## src/rtl/led_sink_pkg.sv

```systemverilog
// Package: shared sizing and thermal thresholds for the LED sink driver core.
// Assumes temperature codes are unsigned whole degrees Celsius.
package led_sink_pkg;
    localparam int CHANNELS   = 12;
    localparam int TEMP_BITS  = 8;
    localparam int TRIP_HOT   = 175;
    localparam int TRIP_COOL  = 160;
endpackage

```

## src/rtl/led_edge_detect.sv

```systemverilog
// Module: finds rising and falling edges of a slow signal sampled in clk.
// Assumes the input is already synchronous to clk (driven by same-domain logic).
module led_edge_detect (
    input  logic clk,
    input  logic rst_n,
    input  logic din,
    output logic rise,
    output logic fall
);
    logic prev_q;

    // Purpose: remember the value seen at the previous system clock edge.
    always_ff @(posedge clk) begin
        if (!rst_n) prev_q <= 1'b0;
        else        prev_q <= din;
    end

    assign rise = din & ~prev_q;
    assign fall = ~din & prev_q;
endmodule

```

## src/rtl/led_shift_chain.sv

```systemverilog
// Module: serial-in shift register with a cascade output retimed to the
// falling shift-clock edge. Assumes rise and fall are single-cycle pulses.
module led_shift_chain #(
    parameter int WIDTH = 12
) (
    input  logic             clk,
    input  logic             rst_n,
    input  logic             clr_n,
    input  logic             shift_rise,
    input  logic             shift_fall,
    input  logic             ser_in,
    output logic [WIDTH-1:0] stages,
    output logic             ser_out
);
    localparam int TOP = WIDTH - 1;

    logic [WIDTH-1:0] stage_q;
    logic             casc_q;

    // Purpose: shift one bit in per rising shift edge; async clear wins.
    always_ff @(posedge clk or negedge clr_n) begin
        if (!clr_n)          stage_q <= '0;
        else if (!rst_n)     stage_q <= '0;
        else if (shift_rise) stage_q <= {stage_q[TOP-1:0], ser_in};
    end

    // Purpose: present the top stage downstream only on the falling edge.
    always_ff @(posedge clk or negedge clr_n) begin
        if (!clr_n)          casc_q <= 1'b0;
        else if (!rst_n)     casc_q <= 1'b0;
        else if (shift_fall) casc_q <= stage_q[TOP];
    end

    assign stages  = stage_q;
    assign ser_out = casc_q;
endmodule

```

## src/rtl/led_thermal_guard.sv

```systemverilog
// Module: thermal shutdown flag with hysteresis.
// Assumes HOT > COOL; codes between them hold the previous state.
module led_thermal_guard #(
    parameter int TW   = 8,
    parameter int HOT  = 175,
    parameter int COOL = 160
) (
    input  logic          clk,
    input  logic          rst_n,
    input  logic [TW-1:0] temp_c,
    output logic          tripped
);
    localparam logic [TW-1:0] HOT_T  = TW'(HOT);
    localparam logic [TW-1:0] COOL_T = TW'(COOL);

    logic trip_q;

    // Purpose: set above the hot limit, clear below the cool limit, else hold.
    always_ff @(posedge clk) begin
        if (!rst_n)               trip_q <= 1'b0;
        else if (temp_c > HOT_T)  trip_q <= 1'b1;
        else if (temp_c < COOL_T) trip_q <= 1'b0;
    end

    assign tripped = trip_q;
endmodule

```

## src/rtl/led_sink_core.sv

```systemverilog
// Module: top of the LED sink driver core: edge detection, shift chain,
// holding register, output gating and thermal guard.
// Assumes sclk_in and lclk_in change no faster than every other clk cycle.
module led_sink_core
    import led_sink_pkg::*;
#(
    parameter int CH    = CHANNELS,
    parameter int TW    = TEMP_BITS,
    parameter int HOT   = TRIP_HOT,
    parameter int COOL  = TRIP_COOL
) (
    input  logic          clk,
    input  logic          rst_n,
    input  logic          clr_n,
    input  logic          sclk_in,
    input  logic          lclk_in,
    input  logic          ser_in,
    input  logic          oe_n,
    input  logic [TW-1:0] temp_c,
    output logic [CH-1:0] sink_on,
    output logic          ser_out
);
    localparam int NCLK = 2;   // shift clock, latch clock

    logic [NCLK-1:0] clk_raw, clk_rise, clk_fall;
    logic [CH-1:0]   stages;
    logic [CH-1:0]   store_q;
    logic            hot;

    assign clk_raw = {lclk_in, sclk_in};

    // Purpose: one edge detector per sampled external clock.
    for (genvar g = 0; g < NCLK; g++) begin : g_edge
        led_edge_detect u_edge (
            .clk  (clk),
            .rst_n(rst_n),
            .din  (clk_raw[g]),
            .rise (clk_rise[g]),
            .fall (clk_fall[g])
        );
    end

    led_shift_chain #(.WIDTH(CH)) u_chain (
        .clk       (clk),
        .rst_n     (rst_n),
        .clr_n     (clr_n),
        .shift_rise(clk_rise[0]),
        .shift_fall(clk_fall[0]),
        .ser_in    (ser_in),
        .stages    (stages),
        .ser_out   (ser_out)
    );

    led_thermal_guard #(.TW(TW), .HOT(HOT), .COOL(COOL)) u_guard (
        .clk    (clk),
        .rst_n  (rst_n),
        .temp_c (temp_c),
        .tripped(hot)
    );

    // Purpose: copy the shift stages into the holding register on a latch edge.
    always_ff @(posedge clk or negedge clr_n) begin
        if (!clr_n)           store_q <= '0;
        else if (!rst_n)      store_q <= '0;
        else if (clk_rise[1]) store_q <= stages;
    end

    // Purpose: gate the held word by output enable and the thermal guard.
    always_comb begin
        if (oe_n || hot) sink_on = '0;
        else             sink_on = store_q;
    end
endmodule

```

## config.mk

```make
export PLATFORM = sky130hd
export DESIGN_NAME = led_sink_core
export DESIGN_NICKNAME = d
export VERILOG_FILES = /design/src/rtl/led_sink_pkg.sv /design/src/rtl/led_edge_detect.sv /design/src/rtl/led_shift_chain.sv /design/src/rtl/led_thermal_guard.sv /design/src/rtl/led_sink_core.sv
export SDC_FILE = /design/constraint.sdc
export NUM_CORES = 1
export LEC_CHECK = 0
export BUFFER_PORTS_ARGS = -buffer_cell sky130_fd_sc_hd__buf_2
export CAP_MARGIN = 5
export CORE_MARGIN = 5
export CORE_UTILIZATION = 47
export CTS_CLUSTER_SIZE = 12
export DETAILED_ROUTE_END_ITERATION = 10
export GPL_TIMING_DRIVEN = 0
export PLACE_DENSITY = 0.74
export SLEW_MARGIN = 5
export SYNTH_ARGS = -nofsm -noshare
export SYNTH_HDL_FRONTEND = slang
export SYNTH_HIERARCHICAL = 1
export SYNTH_SLANG_ARGS = --single-unit
```

## constraint.sdc

```tcl
create_clock -name clk -period 1.3 [get_ports clk]
set_clock_uncertainty 0.1 [all_clocks]
set_input_delay 0.13 -clock clk [delete_from_list [all_inputs] [get_ports clk]]
set_output_delay 0.13 -clock clk [all_outputs]
set_load 0.01 [all_outputs]
```

==> results of run 1 <==
==> registers in the layout, indices dropped and copies added (netlist names) <==
name / count
store_q: 12
u_chain/stages: 12
g_edge.u_edge/prev_q: 2
u_chain/ser_out: 1
u_guard/tripped: 1
==> final cells by class <==
class / instances / area (sq um) / share of cell area
repair buffers: 36 / 272 / 0.166
plain buffers: 5 / 43.8 / 0.0267
clock buffers: 4 / 36.3 / 0.0221
well taps: 30 / 37.5 / 0.0229
flip-flops and latches: 28 / 687 / 0.419
multi-input cells: 71 / 563 / 0.344
==> worst max-delay path, cell delays in order, from the launching register on <==
cell	delay, ns
sky130_fd_sc_hd__dfxtp_2	0.37
sky130_fd_sc_hd__nor2_4	0.12
sky130_fd_sc_hd__clkbuf_8	0.17
sky130_fd_sc_hd__and2_4	0.14
sky130_fd_sc_hd__buf_6	0.09
==> where the power goes <==
part / total, mW / internal, mW / leakage, nW / switching [mW]
logic: 0.173 / 0.0931 / 0.396 / 0.0796
registers: 0.887 / 0.880 / 0.374 / 0.00727
clock network: 0.428 / 0.171 / 0.0210 / 0.257
total: 1.49 / 1.14 / 0.791 / 0.344
==> worst max path at each step <==
stage	to	slack [ns]
after CTS	sink_on[3]	-0.15
after global routing	sink_on[7]	-0.22
after floorplan	u_chain/stages[0]	0.11
after detailed placement	sink_on[7]	-0.07
after global placement	sink_on[7]	-0.06
final	sink_on[8]	-0.15
==> per-layer routing <==
metal / share of wire / routed length, microns / track usage / vias up
met5: 0 / 0 / 0 / -
met4: 0.015 / 38 / 0.0697 / 0
met3: 0.037 / 93 / 0.0314 / 6
met2: 0.49 / 1230 / 0.241 / 17
met1: 0.46 / 1150 / 0.190 / 420
li1: - / - / - / 420
==> metrics by stage <==
stage	hold WS, ns	std cells	setup WS, ns	utilization	TNS (ns)
CTS	0.00696	171	-0.152	0.636	-1.68
finish	0.0164	174	-0.147	0.650	-1.51
global route	0.0170	174	-0.217	0.650	-2.44
detailed placement	0.0493	157	-0.0685	0.557	-0.861
global placement	0.0472	157	-0.0624	0.557	-0.671
floorplan	-0.266	104	0.113	-	0
==> repair_timing <==
action                                  4_1_cts  5_1_grt
hold endpoints to repair                     29        2
resized for setup                            18        2
hold buffers                                  8        3
pin swaps                                     1        0
cloned                                        1        0
buffers inserted                              1        0
endpoints found under the setup margin       32       17
==> results by group, run 1 <==
Status
  • Status: finished, violations left
  • Failing checks: setup timing

Route
  • Routed len/inst: 14.4 microns
  • Count of vias placed by the detailed router: roughly 860
  • Total Routed Length: between 2000 and 3000 microns
  • Pre-antenna DRT Iters: 4
  • Number of design rule violations left after detail routing: 0
  • Final antenna-violating net count: 0
  • Detailed-route vias per instance: between 4 and 5
  • DR iter-0 viols: 8

Die
  • Row Count: 18
  • Initial Util: 0.497
  • I/O pin count: 28
  • Width of the die: roughly 62 microns
  • Floorplan Core Area: about 2500 sq um
  • Height of the die: 61.6 microns
  • DIE AREA: between 3000 and 4000 sq um

Global routing
  • First-pass GRT wire length: 4110 microns
  • Pin count of the biggest net entering global routing: 26
  • Number of antenna violations at the first check in global routing: 0
  • Via count of the first global-routing pass: around 880
  • Aggregate global routing overflow: 0
  • Total global routing track utilization: 0.149

Final layout
  • Area delta synth->final: 30.9%
  • Highest-count cells in the layout ignoring fill and taps: sky130_fd_sc_hd__nor2b_1 (26), sky130_fd_sc_hd__mux2i_1 (25), sky130_fd_sc_hd__dfrtp_1 (25), sky130_fd_sc_hd__buf_2 (18), sky130_fd_sc_hd__dlygate4sd3_1 (11)
  • Layout cell share with drive strength beyond 1: 0.285
  • Most common cell after layout, fill and taps aside: sky130_fd_sc_hd__nor2b_1
  • Number of filler instances in the final layout: 194
  • Total inserted antenna cells: 0
  • Post-route cell area: between 1500 and 2000 sq um
  • Nets@finish: 160

Worst setup path
  • Reg-to-Reg Start: g_edge[1].u_edge/prev_q
  • Endpoint of the worst register-to-register path: store_q[8]
  • Kind of capture point of the worst setup path: output pin
  • Data arrival time of the critical path: 1.22 ns
  • Reg-to-reg slack, setup: around 0.1 ns
  • Setup CP Type: reg -> out
  • Launch point of the worst path: u_guard/tripped
  • Crit path max fanout: 5
  • Number of cell instances on the worst register-to-register path: 4
  • Startpoint class of the critical path: flip-flop
  • Critical Path RT: roughly 1.1 ns

Worst hold path
  • Count of cells along the worst hold path: 2
  • Hold Crit Class: in -> reg
  • Capture endpoint of the worst hold path: g_edge[0].u_edge/prev_q
  • Startpoint of the worst hold path: rst_n

Timing
  • Max-Slew Margin vs Limit: 0.635
  • Crit share post-route: 1.11
  • Slew of the pin with the lowest slew margin: 0.548 ns
  • Final count of pins violating max slew: 0
  • Minimum setup slack in the final design: -0.147 ns
  • Setup-violating endpoint count in the final report: 12
  • Hold Fails Final Rpt: 0
  • RSZ-0062 raised after global routing: true
  • Final critical-path required period: 1.45 ns
  • Upper clock frequency limit: between 600 and 700 MHz

Power
  • Static leakage: 0.791 nW
  • Cell area power density: approximately 900 nW/um^2
  • Maximum ir drop on the vdd rail: 0.607 mV
  • PnR Total Power: ~1.5 mW

Clock network
  • Clock sink count: 28
  • Clock-pin slew on the worst setup and hold paths: 0.15 ns
  • Number of buffers added by the clock tree synthesis step: 3
  • Clk_lat worst skew: 0.32 ns
  • H-tree depth reported by CTS: 1
  • Maximum number of buffers from clock root to sink: 2
  • Buffer type at the clock tree root: sky130_fd_sc_hd__clkbuf_4
  • CTS tree: done

Place
  • HPWL after detailed placement: ~1600 microns
  • Final RePlAce weighted congestion: ~0.74
  • Placed instance area: 1410 sq um
  • Number of buffer cells added on primary ports: 23

Yosys
  • Cell Area, Synth: roughly 1300 sq um
  • Syn. warnings: 6
  • Synthesized instance count: between 100 and 150
  • Average footprint of a synthesized cell: ~12 sq um
  • Synthesized netlist net count: ~120

Job
  • Max-cap viol count: 0
Note: power is estimated with default switching activity, not from simulation.
==> inputs of run 2 (changes only) <==
--- a/config.mk
+++ b/config.mk
@@ -7,12 +7,10 @@
 export LEC_CHECK = 0
 export BUFFER_PORTS_ARGS = -buffer_cell sky130_fd_sc_hd__buf_2
 export CAP_MARGIN = 5
-export CORE_MARGIN = 5
-export CORE_UTILIZATION = 47
+export CORE_UTILIZATION = 40
 export CTS_CLUSTER_SIZE = 12
 export DETAILED_ROUTE_END_ITERATION = 10
 export GPL_TIMING_DRIVEN = 0
-export PLACE_DENSITY = 0.74
 export SLEW_MARGIN = 5
 export SYNTH_ARGS = -nofsm -noshare
 export SYNTH_HDL_FRONTEND = slang
==> run 2 against run 1 <==
Compared with the run above: the flow finishes with violations (DRC, setup timing); sequential power about the same; via count down 2.4%; cell count down 0.57%; combinational power about the same; total power down 0.18%; setup slack worse by 0.0071 ns; clock power about the same; die area down 12%; cell area down 0.76%; critical path type unchanged.
==> results by group, run 2 (same netlist as run 1, synthesis figures left out) <==
Status
  • Status: finished, violations left (unchanged)
  • Failing checks: DRC, setup timing (was setup timing)

Final layout
  • Most common cell after layout, fill and taps aside: sky130_fd_sc_hd__nor2b_1 (unchanged)
  • Highest-count cells in the layout ignoring fill and taps: sky130_fd_sc_hd__nor2b_1 (26), sky130_fd_sc_hd__mux2i_1 (25), sky130_fd_sc_hd__dfrtp_1 (25), sky130_fd_sc_hd__buf_2 (19), sky130_fd_sc_hd__and2_1 (9) (was sky130_fd_sc_hd__nor2b_1 (26), sky130_fd_sc_hd__mux2i_1 (25), sky130_fd_sc_hd__dfrtp_1 (25), sky130_fd_sc_hd__buf_2 (18), sky130_fd_sc_hd__dlygate4sd3_1 (11))
  • Nets@finish: 158 (was 160)
  • Post-route cell area: 1630 sq um (was 1640 sq um)
  • Total inserted antenna cells: 0 (unchanged)
  • Layout cell share with drive strength beyond 1: 0.296 (was 0.285)
  • Area delta synth->final: 29.9% (was 30.9%)

Global routing
  • Via count of the first global-routing pass: 926 (was 879)
  • Met1 demand-to-capacity share in global routing: 0.220 (was 0.190)
  • First-pass GRT wire length: 4240 microns (was 4110 microns)
  • Global route hottest layer: met2 (unchanged)
  • Total global routing track utilization: 0.168 (was 0.149)
  • Pin count of the biggest net entering global routing: 26 (unchanged)
  • Number of antenna violations at the first check in global routing: 0 (unchanged)
  • Aggregate global routing overflow: 0 (unchanged)
  • Global routing usage on met3: 0.0201 (was 0.0314)
  • Met2 usage in global routing: 0.292 (was 0.241)

Route
  • Number of design rule violations left after detail routing: 1 (was 0)
  • Detailed-route vias per instance: 4.87 (was 4.96)
  • Routed len/inst: 14.2 microns (was 14.4 microns)
  • Pre-antenna DRT Iters: 6 (was 4)
  • Count of vias placed by the detailed router: 842 (was 863)
  • DR iter-0 viols: 7 (was 8)
  • Total Routed Length: 2460 microns (was 2510 microns)
  • Final antenna-violating net count: 0 (unchanged)

Power
  • Maximum ir drop on the vdd rail: 0.428 mV (was 0.607 mV)
  • Cell area power density: 913 nW/um^2 (was 908 nW/um^2)
  • Static leakage: 0.789 nW (was 0.791 nW)

Clock network
  • Clk_lat worst skew: 0.32 ns (about the same)
  • Clock-pin slew on the worst setup and hold paths: 0.15 ns (about the same)
  • Maximum number of buffers from clock root to sink: 2 (unchanged)
  • CTS tree: done (unchanged)
  • H-tree depth reported by CTS: 1 (unchanged)
  • Clock sink count: 28 (unchanged)
  • Number of buffers added by the clock tree synthesis step: 3 (unchanged)
  • Buffer type at the clock tree root: sky130_fd_sc_hd__clkbuf_4 (unchanged)

Worst hold path
  • Hold Crit Class: in -> reg (unchanged)

Die
  • DIE AREA: 3360 sq um (was 3800 sq um)
  • Floorplan Core Area: 2850 sq um (was 2520 sq um)
  • Row Count: 19 (was 18)
  • Height of the die: 58.0 microns (was 61.6 microns)
  • Width of the die: 58.0 microns (was 61.6 microns)
  • I/O pin count: 28 (unchanged)
  • Initial Util: 0.439 (was 0.497)

Timing
  • Max-Slew Margin vs Limit: 0.620 (was 0.635)
  • Worst hold slack: 0.0136 ns (was 0.0164 ns)
  • Crit share post-route: 1.12 (was 1.11)
  • Slew of the pin with the lowest slew margin: 0.570 ns (was 0.548 ns)
  • Setup TNS Final: -1.66 ns (was -1.51 ns)
  • Final count of pins violating max slew: 0 (unchanged)
  • Upper clock frequency limit: 688 MHz (was 691 MHz)
  • RSZ-0062 raised after global routing: true (unchanged)
  • Minimum setup slack in the final design: -0.154 ns (was -0.147 ns)
  • Setup-violating endpoint count in the final report: 12 (unchanged)
  • Hold Fails Final Rpt: 0 (unchanged)
  • Final critical-path required period: 1.45 ns (about the same)

Place
  • Final RePlAce weighted congestion: 0.703 (was 0.737)
  • Number of buffer cells added on primary ports: 23 (unchanged)
  • Place WS: -0.0801 ns (was -0.0685 ns)
  • Placed instance area: 1410 sq um (about the same)
  • HPWL after detailed placement: 1450 microns (was 1630 microns)

Worst setup path
  • Slowest cell on the critical path: sky130_fd_sc_hd__dfxtp_2 (unchanged)
  • Crit path max fanout: 5 (unchanged)
  • Startpoint class of the critical path: flip-flop (unchanged)
  • Data arrival time of the critical path: 1.22 ns (about the same)
  • Kind of capture point of the worst setup path: output pin (unchanged)
  • Critical Path RT: 1.07 ns (about the same)
  • List of cells traversed by the critical path: nor2_4, clkbuf_8, and2_4, buf_6 (unchanged)
  • Setup CP Type: reg -> out (unchanged)
  • Critical path's largest stage delay: 0.37 ns (about the same)

Job
  • Max-cap viol count: 0 (unchanged)
[run 2: changes by cell type in the layout (fill, tap and decap cells not counted), sizes merged]
cell	previous run	this run
clkbuf	7	8
dlygate4sd3	11	8
[run 2: timing repair]
item	CTS	global route
hold buffers	8	0
gates resized for setup	18	3
setup buffers	1	0
pin swaps	11	0
cloned	1	1
endpoints found under the hold margin	29	0
setup endpoints to repair	22	26
[run 2: per-stage QoR]
| step | utilization | total power [mW] | std cells |
|---|---|---|---|
| finish | 0.570 | 1.49 | 173 |
| global route | 0.570 | 1.55 | 173 |
| CTS | 0.564 | 1.50 | 172 |
| detailed placement | 0.493 | 1.03 | 158 |
| global placement | 0.493 | 1.03 | 158 |
| floorplan | - | 0.978 | 104 |
[run 2: power by group]
part           internal (mW)  switching [mW]  total [mW]
logic                 0.0910          0.0802       0.171
clock network          0.171           0.256       0.427
registers              0.880         0.00768       0.887
[run 2: path summary, 6_finish.rpt]
check                                    endpoint  slack [ns]                     from  depth (start not counted)
worst max-delay path                   sink_on[7]       -0.15          u_guard/tripped                          4
worst min-delay path            u_chain/stages[4]        0.01                    rst_n                          2
worst max register to register         store_q[0]        0.09  g_edge[1].u_edge/prev_q                          4
worst min register to register    u_guard/tripped        0.44          u_guard/tripped                          2
max in group asynchronous       u_chain/stages[0]        0.51                    clr_n                          2
min in group asynchronous              store_q[4]        0.22                    clr_n                          2
[run 2: critical path: cells and delay by family, from the launching register on]
| family | cells | cell delay (ns) |
|---|---|---|
| flops | 1 | 0.37 |
| buf+inv | 2 | 0.27 |
| simple gates | 2 | 0.27 |
[run 2: per-layer routing]
| metal | vias up | wire [microns] |
|---|---|---|
| li1 | 417 | - |
| met1 | 413 | 1170 |
| met2 | 10 | 1220 |
| met3 | 2 | 47 |
| met4 | 0 | 19 |
| met5 | - | 0 |
[run 2: layout make-up]
| class | count | area [sq um] |
|---|---|---|
| Timing Repair Buffer | 34 | 253 |
| Fill cell | 269 | 1230 |
| Buffer | 5 | 43.8 |
| Sequential cell | 28 | 687 |
| Tap cell | 31 | 38.8 |
| Multi-Input combinational cell | 71 | 568 |
| Clock buffer | 4 | 36.3 |
